**src/rtl/bchfix_pkg.sv**
```systemverilog
package bchfix_pkg;
    localparam int LOC_MAX    = 8;
    localparam int IDX_W      = 13;
    localparam int SECT_BYTES = 512;
    localparam int BYTE_W     = 8;
    localparam int WORD_W     = 32;
    localparam int CNT_W      = 4;
    localparam int DATA_BITS  = SECT_BYTES * BYTE_W;
    localparam int ADDR_W     = $clog2(SECT_BYTES);
    localparam int PTR_W      = $clog2(LOC_MAX);
    localparam int BITSEL_W   = $clog2(BYTE_W);
    localparam logic [IDX_W-1:0] IDX_FLIP = IDX_W'(3);

    typedef enum logic [1:0] {
        ST_IDLE,
        ST_FETCH,
        ST_PATCH,
        ST_FINISH
    } fix_state_e;
endpackage

```
**src/rtl/bchfix_unpack.sv**
```systemverilog
module bchfix_unpack
    import bchfix_pkg::*;
(
    input  logic [WORD_W-1:0]                word_a,
    input  logic [WORD_W-1:0]                word_b,
    input  logic [WORD_W-1:0]                word_c,
    input  logic [BYTE_W-1:0]                byte_d,
    output logic [LOC_MAX-1:0][IDX_W-1:0]    loc_idx
);
    logic [LOC_MAX-1:0][IDX_W-1:0] raw;

    // Fixed field layout of the decoder report
    always_comb begin
        raw[0] = word_a[12:0];
        raw[1] = word_a[25:13];
        raw[2] = {word_b[6:0], word_a[31:26]};
        raw[3] = word_b[19:7];
        raw[4] = {word_c[0], word_b[31:20]};
        raw[5] = word_c[13:1];
        raw[6] = word_c[26:14];
        raw[7] = {byte_d, word_c[31:27]};
    end

    // Location adjustment applied to every slot
    for (genvar g = 0; g < LOC_MAX; g++) begin : g_flip
        assign loc_idx[g] = raw[g] ^ IDX_FLIP;
    end
endmodule

```
**src/rtl/bchfix_decode.sv**
```systemverilog
module bchfix_decode
    import bchfix_pkg::*;
(
    input  logic [LOC_MAX-1:0][IDX_W-1:0]   loc_idx,
    output logic [LOC_MAX-1:0][ADDR_W-1:0]  loc_addr,
    output logic [LOC_MAX-1:0][BYTE_W-1:0]  loc_mask,
    output logic [LOC_MAX-1:0]              loc_valid
);
    localparam logic [IDX_W-1:0] LIMIT = IDX_W'(DATA_BITS);

    for (genvar g = 0; g < LOC_MAX; g++) begin : g_loc
        logic [BITSEL_W-1:0] bit_sel;
        assign bit_sel      = loc_idx[g][BITSEL_W-1:0];
        assign loc_valid[g] = (loc_idx[g] < LIMIT);
        assign loc_addr[g]  = loc_idx[g][ADDR_W+BITSEL_W-1:BITSEL_W];
        assign loc_mask[g]  = BYTE_W'(1) << bit_sel;
    end
endmodule

```
**src/rtl/bchfix_fsm.sv**
```systemverilog
module bchfix_fsm
    import bchfix_pkg::*;
(
    input  logic                            clk,
    input  logic                            rst_n,
    input  logic                            start,
    input  logic [CNT_W-1:0]                err_cnt,
    input  logic [LOC_MAX-1:0][ADDR_W-1:0]  loc_addr,
    input  logic [LOC_MAX-1:0][BYTE_W-1:0]  loc_mask,
    input  logic [LOC_MAX-1:0]              loc_valid,
    input  logic [BYTE_W-1:0]               mem_rd_data,
    output logic                            load,
    output logic                            busy,
    output logic                            done,
    output logic [CNT_W-1:0]                fix_cnt,
    output logic                            uncorrectable,
    output logic [ADDR_W-1:0]               mem_addr,
    output logic                            mem_rd_en,
    output logic                            mem_wr_en,
    output logic [BYTE_W-1:0]               mem_wr_data
);
    localparam logic [CNT_W-1:0] CNT_LIMIT = CNT_W'(LOC_MAX);

    fix_state_e        state_q, state_d;
    logic [PTR_W-1:0]  ptr_q;
    logic [CNT_W-1:0]  cnt_q;
    logic [CNT_W-1:0]  fix_q;
    logic              uncorr_q;

    logic              cnt_zero, cnt_over, at_last, sel_valid;
    logic [ADDR_W-1:0] sel_addr;
    logic [BYTE_W-1:0] sel_mask;

    assign cnt_zero  = (err_cnt == '0);
    assign cnt_over  = (err_cnt > CNT_LIMIT);
    assign at_last   = ((CNT_W'(ptr_q) + CNT_W'(1)) == cnt_q);
    assign sel_valid = loc_valid[ptr_q];
    assign sel_addr  = loc_addr[ptr_q];
    assign sel_mask  = loc_mask[ptr_q];

    // Next-state logic
    always_comb begin
        state_d = state_q;
        unique case (state_q)
            ST_IDLE: begin
                if (start) begin
                    state_d = (cnt_zero || cnt_over) ? ST_FINISH : ST_FETCH;
                end
            end
            ST_FETCH: begin
                if (sel_valid) begin
                    state_d = ST_PATCH;
                end else if (at_last) begin
                    state_d = ST_FINISH;
                end
            end
            ST_PATCH: begin
                state_d = at_last ? ST_FINISH : ST_FETCH;
            end
            ST_FINISH: begin
                state_d = ST_IDLE;
            end
            default: state_d = ST_IDLE;
        endcase
    end

    // State register
    always_ff @(posedge clk or negedge rst_n) begin
        if (!rst_n) begin
            state_q <= ST_IDLE;
        end else begin
            state_q <= state_d;
        end
    end

    // Run bookkeeping: pointer, latched count, toggle tally, verdict
    always_ff @(posedge clk or negedge rst_n) begin
        if (!rst_n) begin
            ptr_q    <= '0;
            cnt_q    <= '0;
            fix_q    <= '0;
            uncorr_q <= 1'b0;
        end else begin
            unique case (state_q)
                ST_IDLE: begin
                    if (start) begin
                        ptr_q    <= '0;
                        cnt_q    <= err_cnt;
                        fix_q    <= '0;
                        uncorr_q <= cnt_over;
                    end
                end
                ST_FETCH: begin
                    if (!sel_valid && !at_last) begin
                        ptr_q <= ptr_q + PTR_W'(1);
                    end
                end
                ST_PATCH: begin
                    fix_q <= fix_q + CNT_W'(1);
                    if (!at_last) begin
                        ptr_q <= ptr_q + PTR_W'(1);
                    end
                end
                ST_FINISH: ;
                default: ;
            endcase
        end
    end

    // Outputs decoded from state
    always_comb begin
        load        = 1'b0;
        busy        = 1'b1;
        done        = 1'b0;
        mem_addr    = '0;
        mem_rd_en   = 1'b0;
        mem_wr_en   = 1'b0;
        mem_wr_data = '0;
        unique case (state_q)
            ST_IDLE: begin
                busy = 1'b0;
                load = start;
            end
            ST_FETCH: begin
                mem_addr  = sel_addr;
                mem_rd_en = sel_valid;
            end
            ST_PATCH: begin
                mem_addr    = sel_addr;
                mem_wr_en   = 1'b1;
                mem_wr_data = mem_rd_data ^ sel_mask;
            end
            ST_FINISH: begin
                done = 1'b1;
            end
            default: busy = 1'b0;
        endcase
    end

    assign fix_cnt       = fix_q;
    assign uncorrectable = uncorr_q;

    // ---------------- assertions ----------------
    p_idle_quiet_r1: assert property (@(posedge clk) disable iff (!rst_n)
        !busy |-> (!mem_rd_en && !mem_wr_en));

    p_zero_direct_r3: assert property (@(posedge clk) disable iff (!rst_n)
        (start && !busy && err_cnt == '0) |=> (done && fix_cnt == '0));

    p_uncorr_quiet_r4: assert property (@(posedge clk) disable iff (!rst_n)
        uncorrectable |-> (!mem_rd_en && !mem_wr_en));

    p_rmw_order_r10: assert property (@(posedge clk) disable iff (!rst_n)
        mem_wr_en |-> $past(mem_rd_en));

    p_rmw_addr_r10: assert property (@(posedge clk) disable iff (!rst_n)
        mem_wr_en |-> (mem_addr == $past(mem_addr)));

    p_one_bit_r10: assert property (@(posedge clk) disable iff (!rst_n)
        mem_wr_en |-> ($countones(mem_wr_data ^ mem_rd_data) == 1));

    p_done_pulse_r11: assert property (@(posedge clk) disable iff (!rst_n)
        done |=> !done);

    p_fix_limit_r11: assert property (@(posedge clk) disable iff (!rst_n)
        fix_cnt <= CNT_LIMIT);

    p_ignore_start_r12: assert property (@(posedge clk) disable iff (!rst_n)
        (busy && start) |=> ($stable(cnt_q) && busy == !$past(done)));
endmodule

```
**src/rtl/bch_bitfix.sv**
```systemverilog
module bch_bitfix
    import bchfix_pkg::*;
(
    input  logic                 clk,
    input  logic                 rst_n,
    input  logic                 start,
    input  logic [CNT_W-1:0]     err_cnt,
    input  logic [WORD_W-1:0]    loc_word0,
    input  logic [WORD_W-1:0]    loc_word1,
    input  logic [WORD_W-1:0]    loc_word2,
    input  logic [BYTE_W-1:0]    loc_byte3,
    input  logic [BYTE_W-1:0]    mem_rd_data,
    output logic                 busy,
    output logic                 done,
    output logic [CNT_W-1:0]     fix_cnt,
    output logic                 uncorrectable,
    output logic [ADDR_W-1:0]    mem_addr,
    output logic                 mem_rd_en,
    output logic                 mem_wr_en,
    output logic [BYTE_W-1:0]    mem_wr_data
);
    logic                           load;
    logic [WORD_W-1:0]              w0_q, w1_q, w2_q;
    logic [BYTE_W-1:0]              b3_q;
    logic [LOC_MAX-1:0][IDX_W-1:0]  loc_idx;
    logic [LOC_MAX-1:0][ADDR_W-1:0] loc_addr;
    logic [LOC_MAX-1:0][BYTE_W-1:0] loc_mask;
    logic [LOC_MAX-1:0]             loc_valid;

    // Raw report capture, only on an accepted start
    always_ff @(posedge clk or negedge rst_n) begin
        if (!rst_n) begin
            w0_q <= '0;
            w1_q <= '0;
            w2_q <= '0;
            b3_q <= '0;
        end else if (load) begin
            w0_q <= loc_word0;
            w1_q <= loc_word1;
            w2_q <= loc_word2;
            b3_q <= loc_byte3;
        end
    end

    bchfix_unpack u_unpack (
        .word_a  (w0_q),
        .word_b  (w1_q),
        .word_c  (w2_q),
        .byte_d  (b3_q),
        .loc_idx (loc_idx)
    );

    bchfix_decode u_decode (
        .loc_idx   (loc_idx),
        .loc_addr  (loc_addr),
        .loc_mask  (loc_mask),
        .loc_valid (loc_valid)
    );

    bchfix_fsm u_fsm (
        .clk           (clk),
        .rst_n         (rst_n),
        .start         (start),
        .err_cnt       (err_cnt),
        .loc_addr      (loc_addr),
        .loc_mask      (loc_mask),
        .loc_valid     (loc_valid),
        .mem_rd_data   (mem_rd_data),
        .load          (load),
        .busy          (busy),
        .done          (done),
        .fix_cnt       (fix_cnt),
        .uncorrectable (uncorrectable),
        .mem_addr      (mem_addr),
        .mem_rd_en     (mem_rd_en),
        .mem_wr_en     (mem_wr_en),
        .mem_wr_data   (mem_wr_data)
    );

    p_start_capture_r2: assert property (@(posedge clk) disable iff (!rst_n)
        (start && !busy) |=> (busy && w0_q == $past(loc_word0) && b3_q == $past(loc_byte3)));
endmodule

```
**config.mk**
```make
export PLATFORM = sky130hd
export DESIGN_NAME = bch_bitfix
export DESIGN_NICKNAME = d
export VERILOG_FILES = /design/src/rtl/bchfix_pkg.sv /design/src/rtl/bchfix_unpack.sv /design/src/rtl/bchfix_decode.sv /design/src/rtl/bchfix_fsm.sv /design/src/rtl/bch_bitfix.sv
export SDC_FILE = /design/constraint.sdc
export NUM_CORES = 1
export LEC_CHECK = 0
export ABC_AREA = 1
export BUFFER_PORTS_ARGS = -buffer_cell sky130_fd_sc_hd__buf_2
export CAP_MARGIN = 20
export CORE_AREA = 2 2 145 147
export CTS_BUF_LIST = sky130_fd_sc_hd__clkbuf_4 sky130_fd_sc_hd__clkbuf_8
export DETAILED_ROUTE_END_ITERATION = 16
export DIE_AREA = 0 0 147 149
export SYNTH_ARGS = -nofsm -noshare
export SYNTH_HDL_FRONTEND = slang
export SYNTH_HIERARCHICAL = 1
export SYNTH_SLANG_ARGS = --single-unit
```
**constraint.sdc**
```tcl
create_clock -name clk -period 1.94 [get_ports clk]
set_input_delay 0.097 -clock clk [delete_from_list [all_inputs] [get_ports clk]]
set_output_delay 0.097 -clock clk [all_outputs]
set_load 0.01 [all_outputs]
```
# Word-level counts from Yosys, hierarchy flattened
# Index checks and enable logic that the tools add are counted.
# W data, S select, Z words.
dict set report totals {
  ff_bits 118
  input_bits 119
  elab_cells 85
}
dict set report classes {
  addsub 3
  order_cmp 10
  eq_ne 8
  shift 8
  n_mux 25
  bitwise 9
  reduce_logical 13
}
# cell count
set ops {}
lappend ops {{$lt A13 B13 Y1 const B} 8}
lappend ops {{$shl A1 B3 Y8 const A} 8}
lappend ops {{$bmux W9 S3} 1}
lappend ops {{$bmux W8 S3} 1}
lappend ops {{$mux W9} 2}
lappend ops {{$mux W8} 2}
lappend ops {{$not A2 Y2} 8}
lappend ops {{$mux W2} 5}
lappend ops {{$mux W3} 3}
lappend ops {{$pmux W3 S3} 1}
lappend ops {{$pmux W2 S4} 1}
lappend ops {{$pmux W4 S2} 1}
lappend ops {{$xor A8 B8 Y8} 1}
lappend ops {{$mux W1} 6}
lappend ops {{$reduce_and A2 Y1} 3}
lappend ops {{$add A3 B1 Y4 const B} 1}
lappend ops {{$add A4 B1 Y4 const B} 1}
lappend ops {{$eq A2 B2 Y1 const B} 2}
lappend ops {{$eq A4 B4 Y1} 1}
lappend ops {{$gt A4 B4 Y1 const B} 1}
lappend ops {{$logic_not A4 Y1} 1}
lappend ops {{$lt A3 B4 Y1 const B} 1}
lappend ops {{$mux W4} 1}
lappend ops {{$ne A2 B2 Y1 const B} 2}
lappend ops {{13 further kinds} 14}

# Depth between registers and ports, before layout
dict set report logic_depth {
  word_depth 8
  ltp_mapped 13
  ltp_nobuf 13
}

# By module
# Netlist, hierarchy kept.
# module instances cells_each area_per_inst_um2 seq_area_each_um2
set by_module_without_submodules {}
lappend by_module_without_submodules {bch_bitfix 1 440 3942.5 2602.5}
lappend by_module_without_submodules {bchfix_fsm 1 440 2347.3 350.3}
lappend by_module_without_submodules {bchfix_decode 1 200 1021.0 0.0}
lappend by_module_without_submodules {bchfix_unpack 1 104 720.7 0.0}

# Worst setup path before layout
# OpenSTA, ideal clock, no wires.
dict set report synth_path {
  path_kind {register -> register}
  start {reg u_fsm.state_q[0]}
  end {reg w0_q[10]}
  setup_time_ps 116
  arrival_time_ps 1646
  required_time_ps 1824
  slack_ps 178
  path_stages_with_launch 11
  period_less_slack_ps 1762
  cell_sequence {dfrtp_1 > inv_1 > ha_1 > nand2_1 > clkbuf_1 > inv_1 > buf_2 > buf_6 > buf_2 > nand2_1 > nand2_1}
}
dict set report synth_via {
  elab_chain_len 2
}
# element line
set synth_lines {}
lappend synth_lines {{from (decl)} bchfix_fsm.sv:24} ;# fix_state_e state_q, state_d;
lappend synth_lines {{from (signal assigned)} bchfix_fsm.sv:72} ;# state_q <= state_d;
lappend synth_lines {{$logic_not A2 Y1} bchfix_fsm.sv:119} ;# unique case (state_q)
lappend synth_lines {{$mux W1} bchfix_fsm.sv:119}
lappend synth_lines {{named net load} bch_bitfix.sv:22} ;# logic load;
lappend synth_lines {{to (signal assigned)} bch_bitfix.sv:38} ;# w0_q <= loc_word0;
lappend synth_lines {{to (decl)} bch_bitfix.sv:23} ;# logic [WORD_W-1:0] w0_q, w1_q, w2_q;
# The timed path passes the listed nets, and every way through them passes these cells.
# A chain may end at the register's enable or synchronous reset.

# Final worst setup path
dict set report layout_path {
  start {reg u_fsm.ptr_q[0]}
  end {out mem_wr_data[3]}
}
dict set report layout_via {
  elab_chain_len 4
}
# element line
set layout_lines {}
lappend layout_lines {{from (decl)} bchfix_fsm.sv:25} ;# logic [PTR_W-1:0] ptr_q;
lappend layout_lines {{from (signal assigned)} bchfix_fsm.sv:95} ;# ptr_q <= ptr_q + PTR_W'(1);
lappend layout_lines {{from (signal assigned)} bchfix_fsm.sv:101} ;# ptr_q <= ptr_q + PTR_W'(1);
lappend layout_lines {{$bmux W8 S3} bchfix_fsm.sv:39} ;# assign sel_mask = loc_mask[ptr_q];
lappend layout_lines {{$mux W8 (not written as such)} bchfix_fsm.sv:39}
lappend layout_lines {{$xor A8 B8 Y8} bchfix_fsm.sv:131} ;# mem_wr_data = mem_rd_data ^ sel_mask;
lappend layout_lines {{$mux W8} bchfix_fsm.sv:119}
lappend layout_lines {{to (decl)} bch_bitfix.sv:20} ;# output logic [BYTE_W-1:0] mem_wr_data
# Every way passes these cells. The select of a mux whose other input is x is not followed.

==> flow_metrics.py <==
metrics = {
    "outcome": {
        "status": "finished, violations left",
        "failed_checks": "setup timing",
    },
    "timing": {
        "fin_crit_sh": 1.08,
        "setup_ws_ns": -0.152,
        "skew_ns": 0.00786,
        "fin_tns_setup_ns": -2.29,
        "slew_viol_final": 0,
        "setup_viol": 18,
        "tightest_slew_ns": 0.578,
        "slew-limit-headroom": 0.615,
        "hold_ws_ns": 0.0569,
        "hold_viol": 0,
        "rsz0062_at_grt": "yes",
        "fin_crit_ns": 2.09,
        "fmax_ghz": 0.478,
    },
    "die": {
        "fp.dieArea_sq_um": 21900,
        "die_h_um": 149,
        "io_pins": 145,
        "start_util": 0.391,
        "core_area_sq_um": 20600,
        "fp.dieW_um": 147,
        "rows": 53,
    },
    "place": {
        "dpl_cell_area_sq_um": 7830,
        "place_ws_ns": 0.164,
        "dpl.hpwl_um": 15000,
        "placed_cells": 1417,
        "place.gp.congestion": 0.819,
        "io_buffer_count": 144,
    },
    "synthesis": {
        "syn-num-nets": 1310,
        "synth_area_sq_um": 8030,
        "syn_avg_cell_area_sq_um": 6.78,
        "yosys_warnings": 6,
        "netlist_instances": 1184,
        "synth-seq-cells": 118,
        "synth.yosys.seq_area_share": 0.368,
        "synth.distinct_cells": 26,
    },
    "grt": {
        "grt.total_usage": 0.208,
        "grt_pass1_vias": 7107,
        "grt_pass1_wl_um": 35600,
        "grt_overflow_total": 0,
        "antenna_found_initial": 0,
        "grt_start_max_net_pins": 76,
    },
    "setup_path": {
        "worstSetupPathType": "register to output port",
        "cp_data_arrival_time_ns": 2.00,
        "r2r_cells": 12,
        "worstPathRequired_ns": 1.84,
        "cp-end-kind": "output port",
        "start_kind": "register",
        "crit_path_max_fanout": 13,
    },
    "cts": {
        "cts_buffers": 17,
        "clk_latency_ns": 0.44,
        "cts_tree": "built",
        "clk_pin_slew_ns": 0.08,
        "clock-root-buffer": "clkbuf_8",
        "htreeDepth": 4,
        "cts_buffer_depth": 2,
        "cts_sinks": 118,
    },
    "power": {
        "vdd_drop_max_mv": 0.499,
        "comb_power_share": 0.537,
        "p_int_mw": 8.39,
        "seqPwrFrac": 0.294,
        "clockPowerShare": 0.169,
        "p_sw_mw": 6.87,
        "leakagePower_nw": 5.26,
        "p_sw_frac": 0.450,
        "total_power_mw": 15.3,
        "p_per_area_nw_per_um2": 1550,
    },
    "finish": {
        "instances_no_fill": 1575,
        "final_util": 0.479,
        "stdcell_area_sq_um": 9840,
        "area_growth_pct": 22.5,
        "drive_above_1_share": 0.217,
        "fill_cells": 2092,
        "final_nets": 1413,
        "antenna-diode-count": 0,
    },
    "hold_path": {
        "min_path_type": "input pin to register",
        "hold_depth": 4,
    },
    "detailed_routing": {
        "post_drt_wl_per_cell_um": 14.2,
        "routed_wirelength_um": 22400,
        "drc": 0,
        "vias_per_cell": 4.58,
        "detailroute.via_count": 7207,
        "drt-pass1-iter-count": 5,
        "ant_nets": 0,
        "first_iter_violations": 401,
    },
    "run": {
        "drv_cap": 0,
    },
}
[critical path, cell delays in order, from the launching register on]
cell     delay, ns
dfrtp_2       0.51
inv_6         0.09
buf_12        0.14
buf_16        0.14
o21ai_1       0.13
o22ai_1       0.08
nand2_1       0.07
nand2_2       0.06
nand2_1       0.05
nand2_1       0.04
nor2_1        0.09
buf_2         0.14
[cells in the mapped netlist]
cell,number,share of area
a211oi_1,1,0.00094
a21oi_1,5,0.0031
a31oi_1,9,0.0070
and3_1,1,0.00078
buf_1,2,0.00094
buf_2,23,0.014
buf_4,162,0.15
buf_6,16,0.022
clkbuf_1,9,0.0042
dfrtp_1,118,0.37
ha_1,7,0.011
inv_1,68,0.032
inv_2,13,0.0061
nand2_1,426,0.20
nand2_2,5,0.0039
nand3_1,13,0.0081
nand3_2,3,0.0037
nand3b_1,1,0.00094
nand4_1,2,0.0016
nor2_1,184,0.086
nor2_2,1,0.00078
nor3_1,1,0.00062
o21ai_0,30,0.019
o21ai_1,67,0.042
o22ai_1,16,0.012
or2_2,1,0.00078
[state kept, by name (all words and copies together), names as in the netlist]
name                 flops
u_fsm/fix_cnt            4
u_fsm/state_q            2
u_fsm/cnt_q              4
b3_q                     8
w1_q                    32
w2_q                    32
w0_q                    32
u_fsm/uncorrectable      1
u_fsm/ptr_q              3
[power by group through the flow]
stage | Combinational [mW] | Sequential (mW) | Clock (mW)
after CTS | 7.99 | 4.48 | 2.65
after floorplan | 7.21 | 4.16 | 0
final | 8.19 | 4.49 | 2.58
after detailed placement | 7.01 | 4.49 | 0
after global routing | 9.25 | 4.64 | 2.74
after global placement | 6.94 | 4.46 | 0
[per-layer routing]
| metal | wire [um] | vias to the layer above | track usage |
|---|---|---|---|
| met2 | 11300 | 170 | 0.374 |
| met5 | 0 | - | 0 |
| met3 | 892 | 17 | 0.0376 |
| met4 | 265 | 0 | 0.0524 |
| met1 | 9870 | 3336 | 0.260 |
| li1 | - | 3684 | - |
[cell families after synthesis]
kind of cell / Yosys count / synth area share
buf+inv: 293 / 0.231
simple gates: 638 / 0.306
flops: 118 / 0.368
fa+ha+maj: 7 / 0.0109
compound gates: 128 / 0.0840
[final timing paths]
path	start	endpoint	slack [ns]
hold reg to reg	w2_q[0]	w2_q[0]	0.47
setup reg to reg	u_fsm/ptr_q[0]	u_fsm/ptr_q[1]	0.14
min in group asynchronous	rst_n	w0_q[3]	0.20
hold / removal	start	u_fsm/state_q[0]	0.06
setup / recovery	u_fsm/ptr_q[0]	mem_wr_data[3]	-0.15
max in group asynchronous	rst_n	b3_q[6]	1.06
[layout make-up]
class	instances	area, sq um	share of cell area
Multi-Input combinational cell	773	3370	0.342
Sequential cell	118	2960	0.300
Timing Repair Buffer	296	2410	0.245
Tap cell	275	344	0.0350
Inverter	81	314	0.0319
Clock buffer	21	277	0.0281
Clock inverter	11	174	0.0177
[what timing repair did]
action	4_1_cts	5_1_grt
hold buffers	109	0
cloned	5	1
buffers inserted	10	1
gates resized for setup	42	16
pin swaps	6	5
endpoints found under the setup margin	18	23
hold endpoints to repair	144	0
[cells in the final DEF, fill, tap and decap left out, types with 9 or more instances in the layout]
cell type	n
buf_2	143
inv_1	67
nand3_1	12
o21ai_1	61
o21ai_2	10
a31oi_1	9
nand2_2	11
inv_2	10
dlygate4sd3_1	109
nor2_2	15
clkbuf_8	19
o21ai_0	24
nor2_1	170
o22ai_1	13
buf_4	25
buf_12	9
nand2_1	420
dfrtp_1	116
Note: power is estimated with default switching activity, not from simulation.
